## config.mk

```make
export PLATFORM = sky130hd
export DESIGN_NAME = msdm_core
export DESIGN_NICKNAME = d
export VERILOG_FILES = /design/src/rtl/sdm_pkg.sv /design/src/rtl/sdm_lfsr.sv /design/src/rtl/sdm_tpdf.sv /design/src/rtl/sdm_quant.sv /design/src/rtl/sdm_eloop.sv /design/src/rtl/msdm_core.sv
export SDC_FILE = /design/constraint.sdc
export NUM_CORES = 1
export LEC_CHECK = 0
export BUFFER_PORTS_ARGS = -buffer_cell sky130_fd_sc_hd__buf_2
export CAP_MARGIN = 20
export CELL_PAD_IN_SITES_DETAIL_PLACEMENT = 1
export CELL_PAD_IN_SITES_GLOBAL_PLACEMENT = 1
export CORE_ASPECT_RATIO = 0.6
export CORE_UTILIZATION = 41
export CTS_CLUSTER_SIZE = 10
export DETAILED_ROUTE_END_ITERATION = 7
export PLACE_DENSITY_LB_ADDON = 0.1
export SLEW_MARGIN = 20
export SYNTH_ARGS = -nofsm -noshare
export SYNTH_HDL_FRONTEND = slang
export SYNTH_HIERARCHICAL = 1
export SYNTH_SLANG_ARGS = --single-unit
```

## constraint.sdc

```tcl
create_clock -name clk -period 11.9 [get_ports clk]
set_clock_uncertainty 0.1 [all_clocks]
set_input_delay 0 -clock clk [delete_from_list [all_inputs] [get_ports clk]]
set_output_delay 0 -clock clk [all_outputs]
set_load 0.05 [all_outputs]
```

## src/rtl/sdm_pkg.sv

```systemverilog
// Shared constants for the seventeen-level modulator.
// Assumes an 18-bit sample and a 16-step quantiser range.
package sdm_pkg;
    localparam int SDM_IN_W      = 18;
    localparam int SDM_LEVELS    = 17;
    localparam int SDM_CODE_W    = $clog2(SDM_LEVELS);
    localparam int SDM_MID       = (SDM_LEVELS - 1) / 2;
    localparam int SDM_STEP_LOG2 = SDM_IN_W - $clog2(SDM_LEVELS - 1);
    localparam int SDM_ACC_W     = SDM_IN_W + 4;

    typedef logic [SDM_CODE_W-1:0] sdm_code_t;
endpackage

```

## src/rtl/sdm_lfsr.sv

```systemverilog
// Fibonacci maximal-length shift register.
// It advances STEPS bits on each advance pulse and exposes its low OUT_W bits as a uniform value.
// Assumes SEED is nonzero and that LEN/TAP form a maximal polynomial.
module sdm_lfsr #(
    parameter int          LEN   = 31,
    parameter int          TAP   = 28,
    parameter int          STEPS = 14,
    parameter int          OUT_W = 14,
    parameter logic [63:0] SEED  = 64'h1
) (
    input  logic             clk,
    input  logic             rst_n,
    input  logic             adv,
    output logic [OUT_W-1:0] uni
);
    logic [LEN-1:0] st;

    // Advance the register by STEPS single-bit shifts.
    function automatic logic [LEN-1:0] step_n(input logic [LEN-1:0] s);
        logic [LEN-1:0] t;
        t = s;
        for (int i = 0; i < STEPS; i++) begin
            t = {t[LEN-2:0], t[LEN-1] ^ t[TAP-1]};
        end
        return t;
    endfunction

    // State update: load the seed on reset, advance on each strobe.
    always_ff @(posedge clk) begin
        if (!rst_n)   st <= SEED[LEN-1:0];
        else if (adv) st <= step_n(st);
    end

    assign uni = st[OUT_W-1:0];

    // the register must never lock up in the all-zero state
    p_lfsr_live_r7: assert property (@(posedge clk) disable iff (!rst_n)
        st != '0);
endmodule

```

## src/rtl/sdm_tpdf.sv

```systemverilog
// Triangular-PDF dither source.
// It subtracts the uniform outputs of two independent shift registers, giving a value in (-2^DW, 2^DW).
// The value is zero when disabled; the registers advance on every strobe either way.
module sdm_tpdf #(
    parameter int DW = sdm_pkg::SDM_STEP_LOG2
) (
    input  logic                clk,
    input  logic                rst_n,
    input  logic                adv,
    input  logic                en,
    output logic signed [DW:0]  dith
);
    localparam int NSRC = 2;
    logic [DW-1:0] uni [NSRC];

    // Two sources with distinct polynomials and seeds.
    for (genvar g = 0; g < NSRC; g++) begin : g_src
        localparam int          LEN_G = (g == 0) ? 31 : 23;
        localparam int          TAP_G = (g == 0) ? 28 : 18;
        localparam logic [63:0] SEED_G = (g == 0) ? 64'h2A5C_3B17 : 64'h004F_1E29;
        sdm_lfsr #(
            .LEN(LEN_G), .TAP(TAP_G), .STEPS(DW), .OUT_W(DW), .SEED(SEED_G)
        ) u_lfsr (
            .clk(clk), .rst_n(rst_n), .adv(adv), .uni(uni[g])
        );
    end

    // Difference of the two uniform values, gated by the enable.
    always_comb begin
        if (en) dith = $signed({1'b0, uni[0]}) - $signed({1'b0, uni[1]});
        else    dith = '0;
    end
endmodule

```

## src/rtl/sdm_quant.sv

```systemverilog
// Seventeen-level mid-tread quantiser.
// It rounds v / 2^SL half-up, offsets the result by the mid code, clamps it to the code range,
// and also returns the signed level that the code stands for.
module sdm_quant
    import sdm_pkg::*;
#(
    parameter int AW = SDM_ACC_W,
    parameter int SL = SDM_STEP_LOG2
) (
    input  logic signed [AW-1:0] v,
    output sdm_code_t            code,
    output logic signed [AW-1:0] level
);
    localparam logic signed [AW-1:0] HALF = AW'(1) <<< (SL - 1);
    localparam logic signed [AW-1:0] MIDV = AW'(SDM_MID);

    logic signed [AW-1:0] t;
    logic signed [AW-1:0] q;
    logic signed [AW-1:0] cz;

    // Round, offset and clamp to 0..LEVELS-1.
    always_comb begin
        t = v + HALF;
        q = t >>> SL;
        if (q < -MIDV)     code = '0;
        else if (q > MIDV) code = SDM_CODE_W'(SDM_LEVELS - 1);
        else               code = SDM_CODE_W'(q + MIDV);
        cz    = AW'(code);
        level = (cz - MIDV) <<< SL;
    end
endmodule

```

## src/rtl/sdm_eloop.sv

```systemverilog
// Second-order error-feedback noise shaper, NTF = (1 - z^-1)^2.
// On each strobe it computes w = x - 2*e1 + e2, quantises w plus dither, and stores
// e = level - w saturated to +-ELIM. The code is registered, so it appears one cycle after the strobe.
module sdm_eloop
    import sdm_pkg::*;
#(
    parameter int IN_W = SDM_IN_W,
    parameter int SL   = SDM_STEP_LOG2
) (
    input  logic                  clk,
    input  logic                  rst_n,
    input  logic                  in_valid,
    input  logic signed [IN_W-1:0] x,
    input  logic signed [SL:0]    dith,
    output logic                  out_valid,
    output sdm_code_t             code
);
    localparam int AW = IN_W + 4;
    localparam logic signed [AW-1:0] ELIM = AW'(2) <<< SL;

    logic signed [AW-1:0] e1, e2;
    logic signed [AW-1:0] w, v, lvl, e_raw, e_sat;
    sdm_code_t            q_code;

    sdm_quant #(.AW(AW), .SL(SL)) u_quant (
        .v(v), .code(q_code), .level(lvl)
    );

    // Loop value, dithered quantiser input and saturated new error.
    always_comb begin
        w     = AW'(x) - (e1 <<< 1) + e2;
        v     = w + AW'(dith);
        e_raw = lvl - w;
        if (e_raw > ELIM)       e_sat = ELIM;
        else if (e_raw < -ELIM) e_sat = -ELIM;
        else                    e_sat = e_raw;
    end

    // Error history and output registers; updated only on a strobe.
    always_ff @(posedge clk) begin
        if (!rst_n) begin
            e1        <= '0;
            e2        <= '0;
            code      <= SDM_CODE_W'(SDM_MID);
            out_valid <= 1'b0;
        end else begin
            out_valid <= in_valid;
            if (in_valid) begin
                e1   <= e_sat;
                e2   <= e1;
                code <= q_code;
            end
        end
    end

    // the code holds between strobes
    p_hold_r2: assert property (@(posedge clk) disable iff (!rst_n)
        !in_valid |=> $stable(code));
    // a quiet loop with zero input and no dither gives the mid code
    p_zero_idle_r5: assert property (@(posedge clk) disable iff (!rst_n)
        (in_valid && x == '0 && dith == '0 && e1 == '0 && e2 == '0)
        |=> code == SDM_CODE_W'(SDM_MID));
    // the stored error never exceeds its saturation bound
    p_err_bound_r4: assert property (@(posedge clk) disable iff (!rst_n)
        (e1 <= ELIM) && (e1 >= -ELIM) && (e2 <= ELIM) && (e2 >= -ELIM));
endmodule

```

## src/rtl/msdm_core.sv

```systemverilog
// One channel of the seventeen-level dithered modulator.
// It applies mute to the sample, draws dither on each strobe, and feeds both into the
// error-feedback loop. Assumes in_valid pulses at the oversampled rate.
module msdm_core
    import sdm_pkg::*;
#(
    parameter int IN_W = SDM_IN_W
) (
    input  logic                   clk,
    input  logic                   rst_n,
    input  logic                   in_valid,
    input  logic signed [IN_W-1:0] in_sample,
    input  logic                   mute,
    input  logic                   dither_en,
    output logic                   out_valid,
    output logic [SDM_CODE_W-1:0]  out_code
);
    localparam int SL = IN_W - $clog2(SDM_LEVELS - 1);

    logic signed [IN_W-1:0] x_eff;
    logic signed [SL:0]     dith;

    // Mute replaces the sample with zero but leaves the loop running.
    always_comb x_eff = mute ? '0 : in_sample;

    sdm_tpdf #(.DW(SL)) u_tpdf (
        .clk(clk), .rst_n(rst_n), .adv(in_valid), .en(dither_en), .dith(dith)
    );

    sdm_eloop #(.IN_W(IN_W), .SL(SL)) u_loop (
        .clk(clk), .rst_n(rst_n), .in_valid(in_valid), .x(x_eff),
        .dith(dith), .out_valid(out_valid), .code(out_code)
    );

    // code never leaves the level range
    p_code_range_r3: assert property (@(posedge clk) disable iff (!rst_n)
        out_code <= SDM_CODE_W'(SDM_LEVELS - 1));
    // a strobe is answered in the next cycle
    p_valid_next_r2: assert property (@(posedge clk) disable iff (!rst_n)
        in_valid |=> out_valid);
    // no output strobe without an input strobe
    p_valid_quiet_r2: assert property (@(posedge clk) disable iff (!rst_n)
        !in_valid |=> !out_valid);
endmodule

```

After elaboration in Yosys (flattened, before gate mapping) --
Cells that the tools add are included.
Storage, ports and cells: memories kept 0, bits in registers 104, logic and storage cells 52, bits of input ports 23, memory bits (read-only) 0, output and inout port bits 6, latch bits 0, RAM bits 0
Operators by class: order comparisons 4, muxes and demuxes 6, div/mod/pow operators 0, bitwise gates (word level) 28, reductions and logical operators 0, shift-type cells 0, $mul 0, $add $sub $neg 8, eq/ne operators 0
Operators by type and width (number):
- $mux 22 | 2
- $xor 1x1->1 | 28
- $add 22x15->22 | 1
- $add 22x15->22 const B | 1
- $add 22x22->22 | 1
- $gt 22x17->1 const B | 1
- $lt 22x16->1 const B | 1
- $sub 18x22->22 | 1
- $sub 20x22->22 | 1
- $mux 18 | 1
- $mux 15 | 1
- $sub 14x14->15 | 1
- $mux 5 | 2
- $gt 8x5->1 const B | 1
- $lt 8x4->1 const B | 1
- $sub 5x4->6 const B | 1
- $add 5x5->5 const B | 1

Depth between registers and ports, before layout --
Gate-level depths: netlist of the first run.
depth in word-level cells 13, depth in mapped cells 46, mapped depth without buffers 45

Cells and area by module --
The synthesis of the first run kept the hierarchy.
Modules (own cells, without submodules):
- sdm_eloop | instances 1, cells each 675, seq. area each 1001.0 µm², area each 5515.3 µm²
- sdm_lfsr (u_tpdf.g_src[0].u_lfsr) | instances 1, cells each 130, seq. area each 620.6 µm², area each 1401.3 µm²
- sdm_lfsr (u_tpdf.g_src[1].u_lfsr) | instances 1, cells each 104, seq. area each 460.4 µm², area each 1018.5 µm²
- sdm_tpdf | instances 1, cells each 110, seq. area each 0.0 µm², area each 742.0 µm²
- sdm_quant | instances 1, cells each 66, seq. area each 0.0 µm², area each 484.2 µm²
- msdm_core | instances 1, cells each 19, seq. area each 0.0 µm², area each 128.9 µm²

Worst setup path before layout of the first run --
No wires, ideal clock.
path kind reg2reg, from reg u_loop.e2[2], to reg u_loop.e1[8], clock period less this slack 8.390 ns, setup slack 3.510 ns, data required time 11.741 ns, buffers on the path 1, cell stages (with the launch flop) 43, arrival 8.231 ns, library setup time 0.059 ns, cells stage by stage dfxtp_1 -> inv_1 -> fa_1 -> inv_1 -> ha_1 -> nor2b_1 -> o21a_1 -> or2_2 -> and2_1 -> o21ai_0 -> nand2b_1 -> xor2_1 -> ha_1 -> or3_1 -> a2111oi_0 -> o41ai_1 -> nand2_1 -> nand2b_1 -> [7 not listed] -> ha_1 -> nor2b_1 -> a311oi_2 -> nor2_1 -> o22a_1 -> ha_1 -> inv_1 -> ha_1 -> inv_1 -> nor2_1 -> o21ai_0 -> o21ai_0 -> a311oi_1 -> xor2_1 -> or4_4 -> mux2i_4 -> buf_6 -> a31o_1
Between the ends: cells in the longest elaborated chain, start to end 11, elaborated cells between the ends (all ways) 14, classes of those cells add/sub (6); order compare (4); mux (4)
Ends and longest elaborated chain:
- start, declared | line sdm_eloop.sv:21 | logic signed [AW-1:0] e1, e2;
- start signal, assigned | line sdm_eloop.sv:43 | e2 <= '0;
- start signal, assigned | line sdm_eloop.sv:50 | e2 <= e1;
- $add 22x22->22 (*) | line sdm_eloop.sv:31 | w = AW'(x) - (e1 <<< 1) + e2;
- $add 22x15->22 (*) | line sdm_eloop.sv:32 | v = w + AW'(dith);
- net u_loop.v[15] | line sdm_eloop.sv:22 | logic signed [AW-1:0] w, v, lvl, e_raw, e_sat;
- $add 22x15->22 (*) | line sdm_quant.sv:23 | t = v + HALF;
- $gt 8x5->1 / $add 5x5->5 (equally long branches) | line sdm_quant.sv:26, sdm_quant.sv:27
- $mux 5 | line sdm_quant.sv:26 | else if (q > MIDV) code = SDM_CODE_W'(SDM_LEVELS - 1);
- $mux 5 (*) | line sdm_quant.sv:25 | if (q < -MIDV) code = '0;
- $sub 5x4->6 (*) | line sdm_quant.sv:29 | level = (cz - MIDV) <<< SL;
- net u_loop.lvl[18] | line sdm_eloop.sv:22
- $sub 20x22->22 (*) | line sdm_eloop.sv:33 | e_raw = lvl - w;
- $lt 22x16->1 | line sdm_eloop.sv:35 | else if (e_raw < -ELIM) e_sat = -ELIM;
- $mux 22 | line sdm_eloop.sv:35
- $mux 22 (*) | line sdm_eloop.sv:34 | if (e_raw > ELIM) e_sat = ELIM;
- end signal, assigned | line sdm_eloop.sv:49 | e1 <= e_sat;
- end, declared | line sdm_eloop.sv:21
Mark *: on every way through the listed nets, which the timed path passes. The rest lies on a longest branch. A chain may end at the register's enable or synchronous reset.

Worst setup path in the final report of the first run --
from reg u_loop.e2[2], to reg u_loop.e1[1]
Same word-level chain as after synthesis.

==> reports/results.ini, run 1 <==
[timing]
setup_slack_ps = 2450
hold_viol = 0
finalCritPeriodShare = 0.794
rsz0062_at_grt = no
tightest_slew_ps = 888
slew-limit-headroom = 0.408
slew_violations = 0
layout_min_cycle_time_ps = 9450
max_freq_mhz = 106
setup_viol = 0
setup-tns-final_ps = 0

[critical_path]
crit_required_ps = 12110
crit_path_max_fanout = 15
cpPeakStageDelay_ps = 570
worstSetupPathType = reg2reg
cp_slowest_cell = or4_4
critPathMostFrequentCell = ha_1
critical_path.startpoint = u_loop/e2[2]
timing.critical_path.arrival_ps = 9670
critPathLaunchType = register
endpoint_kind = register
reg2reg_from = u_loop/e2[2]

[clock_tree]
cts_tree = yes
htree_levels = 3
cts_root_buf = clkbuf_16
cts_made_buffers = 9
postCtsHoldBufs = 1
path_clk_slew_ps = 90
clock_path_buffers = 2
postCtsResizedCells = 0
clock_latency_ps = 380
post_cts_buffers = 0
cts_sinks = 104

[final_layout]
fillers = 2588
antennaDiodeCount = 0
regArea_sq_mm = 0.00208
final_area_sq_mm = 0.00948
nNetsFinal = 1188
multiInputGateArea_sq_mm = 0.00606
drive_gt1_frac = 0.0862
syn_to_final_growth_pct = 3.74

[drt]
drt_iter0_markers = 355
via_per_inst = 5.20
wl_per_cell_um = 17.4
firstDrtPassIters = 5
drc = 0
final_antenna_net_count = 0
finalWirelength_um = 23500
dr_total_vias = 7002

[placement]
placed_area_sq_mm = 0.00915
place_ws_ps = 2370
gp_congestion = 0.842
place_hpwl_um = 18900
portBuffers = 28

[die]
start_util = 0.426
design.die.area_sq_mm = 0.0229
rows = 41
dieWidth_um = 195
io_pins = 29
die_h_um = 118
core_sq_mm = 0.0214

[grt]
grt_overflow = 0
grt_util_all_layers = 0.214
antenna_found_initial = 0
grt_pass1_vias = 6862
grt_pass1_wl_um = 38400
grt_max_degree = 72

[job]
maxCapViolations = 0

[synth]
avgSynthCellArea_sq_um = 8.45
yosys_warnings = 6
netlist_area_sq_mm = 0.00914
syn_inst = 1081

[min_path]
hold_start = in_valid
min_path_type = in2reg

[status]
outcome = completed

state kept, by name, summed over array words and instances, names as in the netlist:
signal	flops
u_loop/code	5
u_tpdf/g_src.u_lfsr/st	54
u_loop/e1	22
u_loop/e2	22
u_loop/out_valid	1
per-stage QoR:
stage	utilization	hold WS (ps)	cells
final	0.442	108	1346
after global routing	0.442	107	1346
after CTS	0.442	73.0	1346
after detailed placement	0.427	350	1329
after global placement	0.427	346	1329
after floorplan	-	28.2	1094
layout by cell type, fill, tap and decap left out, types with 39 or more instances in the layout:
cell,count
nor2b_1,59
a21oi_1,67
nand2_1,39
ha_1,80
mux2i_1,54
nor2_1,72
xnor2_1,67
o21ai_0,43
inv_1,133
dfxtp_1,104
worst paths after layout:
path | endpoint | slack [ps] | cells past startpoint
min | u_loop/e1[21] | 110 | 3
max reg2reg | u_loop/e1[1] | 2450 | 41
max | u_loop/e1[1] | 2450 | 41
min reg2reg | u_loop/e1[21] | 380 | 2
worst max-delay path, delay by kind of cell (launching register included):
| kind | cells | cell delay, ps |
|---|---|---|
| flops | 1 | 330 |
| simple gates | 14 | 2810 |
| buf+inv | 4 | 310 |
| compound gates | 13 | 2930 |
| xor+xnor | 3 | 600 |
| mux | 1 | 490 |
| fa+ha+maj | 6 | 1810 |
layout make-up:
type	count	share of cell area
clock buffer	9	0.0238
inverter	133	0.0527
multi-input combinational	782	0.639
timing repair buffer	32	0.0185
clock inverter	7	0.00937
tap	279	0.0368
sequential	104	0.220
layer usage:
metal	GRT usage	up-vias	part of all wire
li1	-	3576	-
met1	0.376	3311	0.63
met2	0.250	106	0.32
met3	0.0387	9	0.038
met4	0.0372	0	0.0056
met5	0	-	0
Power of run 1 is not shown: default switching activity piles up to over one toggle a cycle in this logic, so the estimate is an artifact.
==> run 2: changes to the inputs <==
==> constraint.sdc (replaced) <==
create_clock -name clk -period 8.2 [get_ports clk]
set_clock_uncertainty 0.1 [all_clocks]
set_input_delay 0 -clock clk [delete_from_list [all_inputs] [get_ports clk]]
set_output_delay 0 -clock clk [all_outputs]
set_load 0.05 [all_outputs]
==> run 2 against run 1 <==
Against the previous run:
- sequential share of layout area is 2.5 points lower
- setup slack lost 2300 ps
- critical path depth up 1
- core utilization is 5.7 points higher
- hold slack lost 5.1 ps
- count of clock-buffer cells in the layout stayed put
- die area unchanged
- register-to-register slack worse by 2300 ps
- final cell count grew 7.7%
- via count up 6.1%
- global-route usage rose by 0.84 points
- non-clock buffer count rose by 104
==> reports/results.ini, run 2 (synthesized netlist as in run 1, its figures left out) <==
[critical_path]
critPathMostFrequentCell = a21oi_2
reg2reg_slack_ps = 110
critical_path.startpoint = u_loop/e2[5]
r2r_cells = 42
cp_slowest_cell = fa_1
cp-endpoint = u_loop/e1[5]
reg2reg_from = u_loop/e2[5]
critPathLaunchType = register
cpPeakStageDelay_ps = 530
worstSetupPathType = reg2reg
crit_required_ps = 8410
crit_path_max_fanout = 8
timing.critical_path.arrival_ps = 8300
endpoint_kind = register
worstReg2RegEnd = u_loop/e1[5]

[final_layout]
layout_commonest_cell = inv_1
antennaDiodeCount = 0
nNetsFinal = 1292
top_register = u_tpdf/g_src.u_lfsr/st
largest_reg_flops = 54
layout_common_cells = inv_1, buf_4, dfxtp_1, ha_1, nor2_1
reg_top3 = u_tpdf/g_src.u_lfsr/st: 54 flops, u_loop/e1: 22 flops, u_loop/e2: 22 flops
syn_to_final_growth_pct = 17.1
fillers = 2532
regArea_sq_mm = 0.00208
multiInputGateArea_sq_mm = 0.00649
drive_gt1_frac = 0.224

[drt]
via_per_inst = 5.12
wl_per_cell_um = 17.0
wl_met2_um = 9280
top_layer_used = met4
dr_total_vias = 7430
firstDrtPassIters = 5
final_antenna_net_count = 0
drc = 0
met1_length_um = 14500
finalWirelength_um = 24600
wl_met3_um = 719
drt_iter0_markers = 325

[clock_tree]
clock_latency_ps = 370
htree_levels = 3
cts_made_buffers = 9
cts_tree = yes
clock_path_buffers = 2
cts_root_buf = clkbuf_16
path_clk_slew_ps = 80
cts_sinks = 104

[timing]
layout_min_cycle_time_ps = 8090
slew-limit-headroom = 0.461
finalCritPeriodShare = 0.987
max_freq_mhz = 124
setup_viol = 0
whs_ps = 103
hold_viol = 0
tightest_slew_ps = 808
rsz0062_at_grt = yes
slew_violations = 0

[die]
die_h_um = 118
core_sq_mm = 0.0214
rows = 41
design.die.area_sq_mm = 0.0229
io_pins = 29
start_util = 0.426
dieWidth_um = 195

[placement]
portBuffers = 28
place_hpwl_um = 19100
gp_congestion = 0.860

[grt]
grt_pass1_wl_um = 40300
grt_max_degree = 63
grt_overflow = 0
grt_util_all_layers = 0.223
antenna_found_initial = 0
grt_pass1_vias = 7556

[status]
outcome = completed

[min_path]
min_path_type = in2reg

[job]
maxCapViolations = 0

[run 2: changes by cell type in the layout (fill, tap and decap cells not counted), sizes merged]
cell	delta
buf	+104
clkinv	+2
inv	-2
bufinv	-1
clkinvlp	+1
[run 2: routing by layer]
| layer | vias up | GRT usage |
|---|---|---|
| li1 | 3772 | - |
| met4 | 0 | 0.0437 |
| met1 | 3566 | 0.363 |
| met3 | 9 | 0.0324 |
| met2 | 83 | 0.299 |
| met5 | - | 0 |
[run 2: cell type report]
cell class	instances	area share
Multi-Input combinational cell	782	0.607
Sequential cell	104	0.195
Timing Repair Buffer	136	0.0914
Inverter	133	0.0469
Tap cell	279	0.0326
Clock buffer	9	0.0210
Clock inverter	7	0.00631
[run 2: what timing repair did]
item                       4_1_cts  5_1_grt
hold endpoints to repair         2        0
pin swaps                       22       50
setup endpoints to repair       22       22
hold buffers                     1        0
resized for setup               44       57
gates cloned                     1        0
buffers inserted                 4       12
[run 2: critical path: cells and delay by family (launching register included)]
kind                     cells  cell delay, ps
AO/OA/AOI/OAI               16            2930
multiplexers                 1             180
AND/OR/NAND/NOR             11            1910
adder cells (fa/ha/maj)      5            1620
XOR/XNOR                     3             320
flip-flops                   1             340
buffers and inverters        6             610
[run 2: how the worst min path moves through the flow]
stage / start / to / depth (start not counted)
6_report: in_valid / u_tpdf/g_src[0].u_lfsr/st[3] / 2
5_1_grt: in_valid / u_tpdf/g_src[0].u_lfsr/st[3] / 2
4_1_cts: in_valid / u_tpdf/g_src[0].u_lfsr/st[3] / 2
3_5_place_dp: u_loop/e1[21] / u_loop/e1[21] / 2
3_3_place_gp: u_loop/e1[21] / u_loop/e1[21] / 2
2_1_floorplan: rst_n / u_tpdf/g_src[0].u_lfsr/st[30] / 1
[run 2: stage by stage]
step	instance area (sq um)	setup WS [ps]	setup TNS [ps]	util	instances
2_1_floorplan	9190	15.9	0	-	1094
3_3_place_gp	9840	-363	-5880	0.459	1419
5_1_grt	10700	-326	-5290	0.499	1450
4_1_cts	10400	10.0	0	0.484	1440
3_5_place_dp	9840	-568	-10100	0.459	1419
6_report	10700	106	0	0.499	1450
Power of run 2 is left out for the same reason.
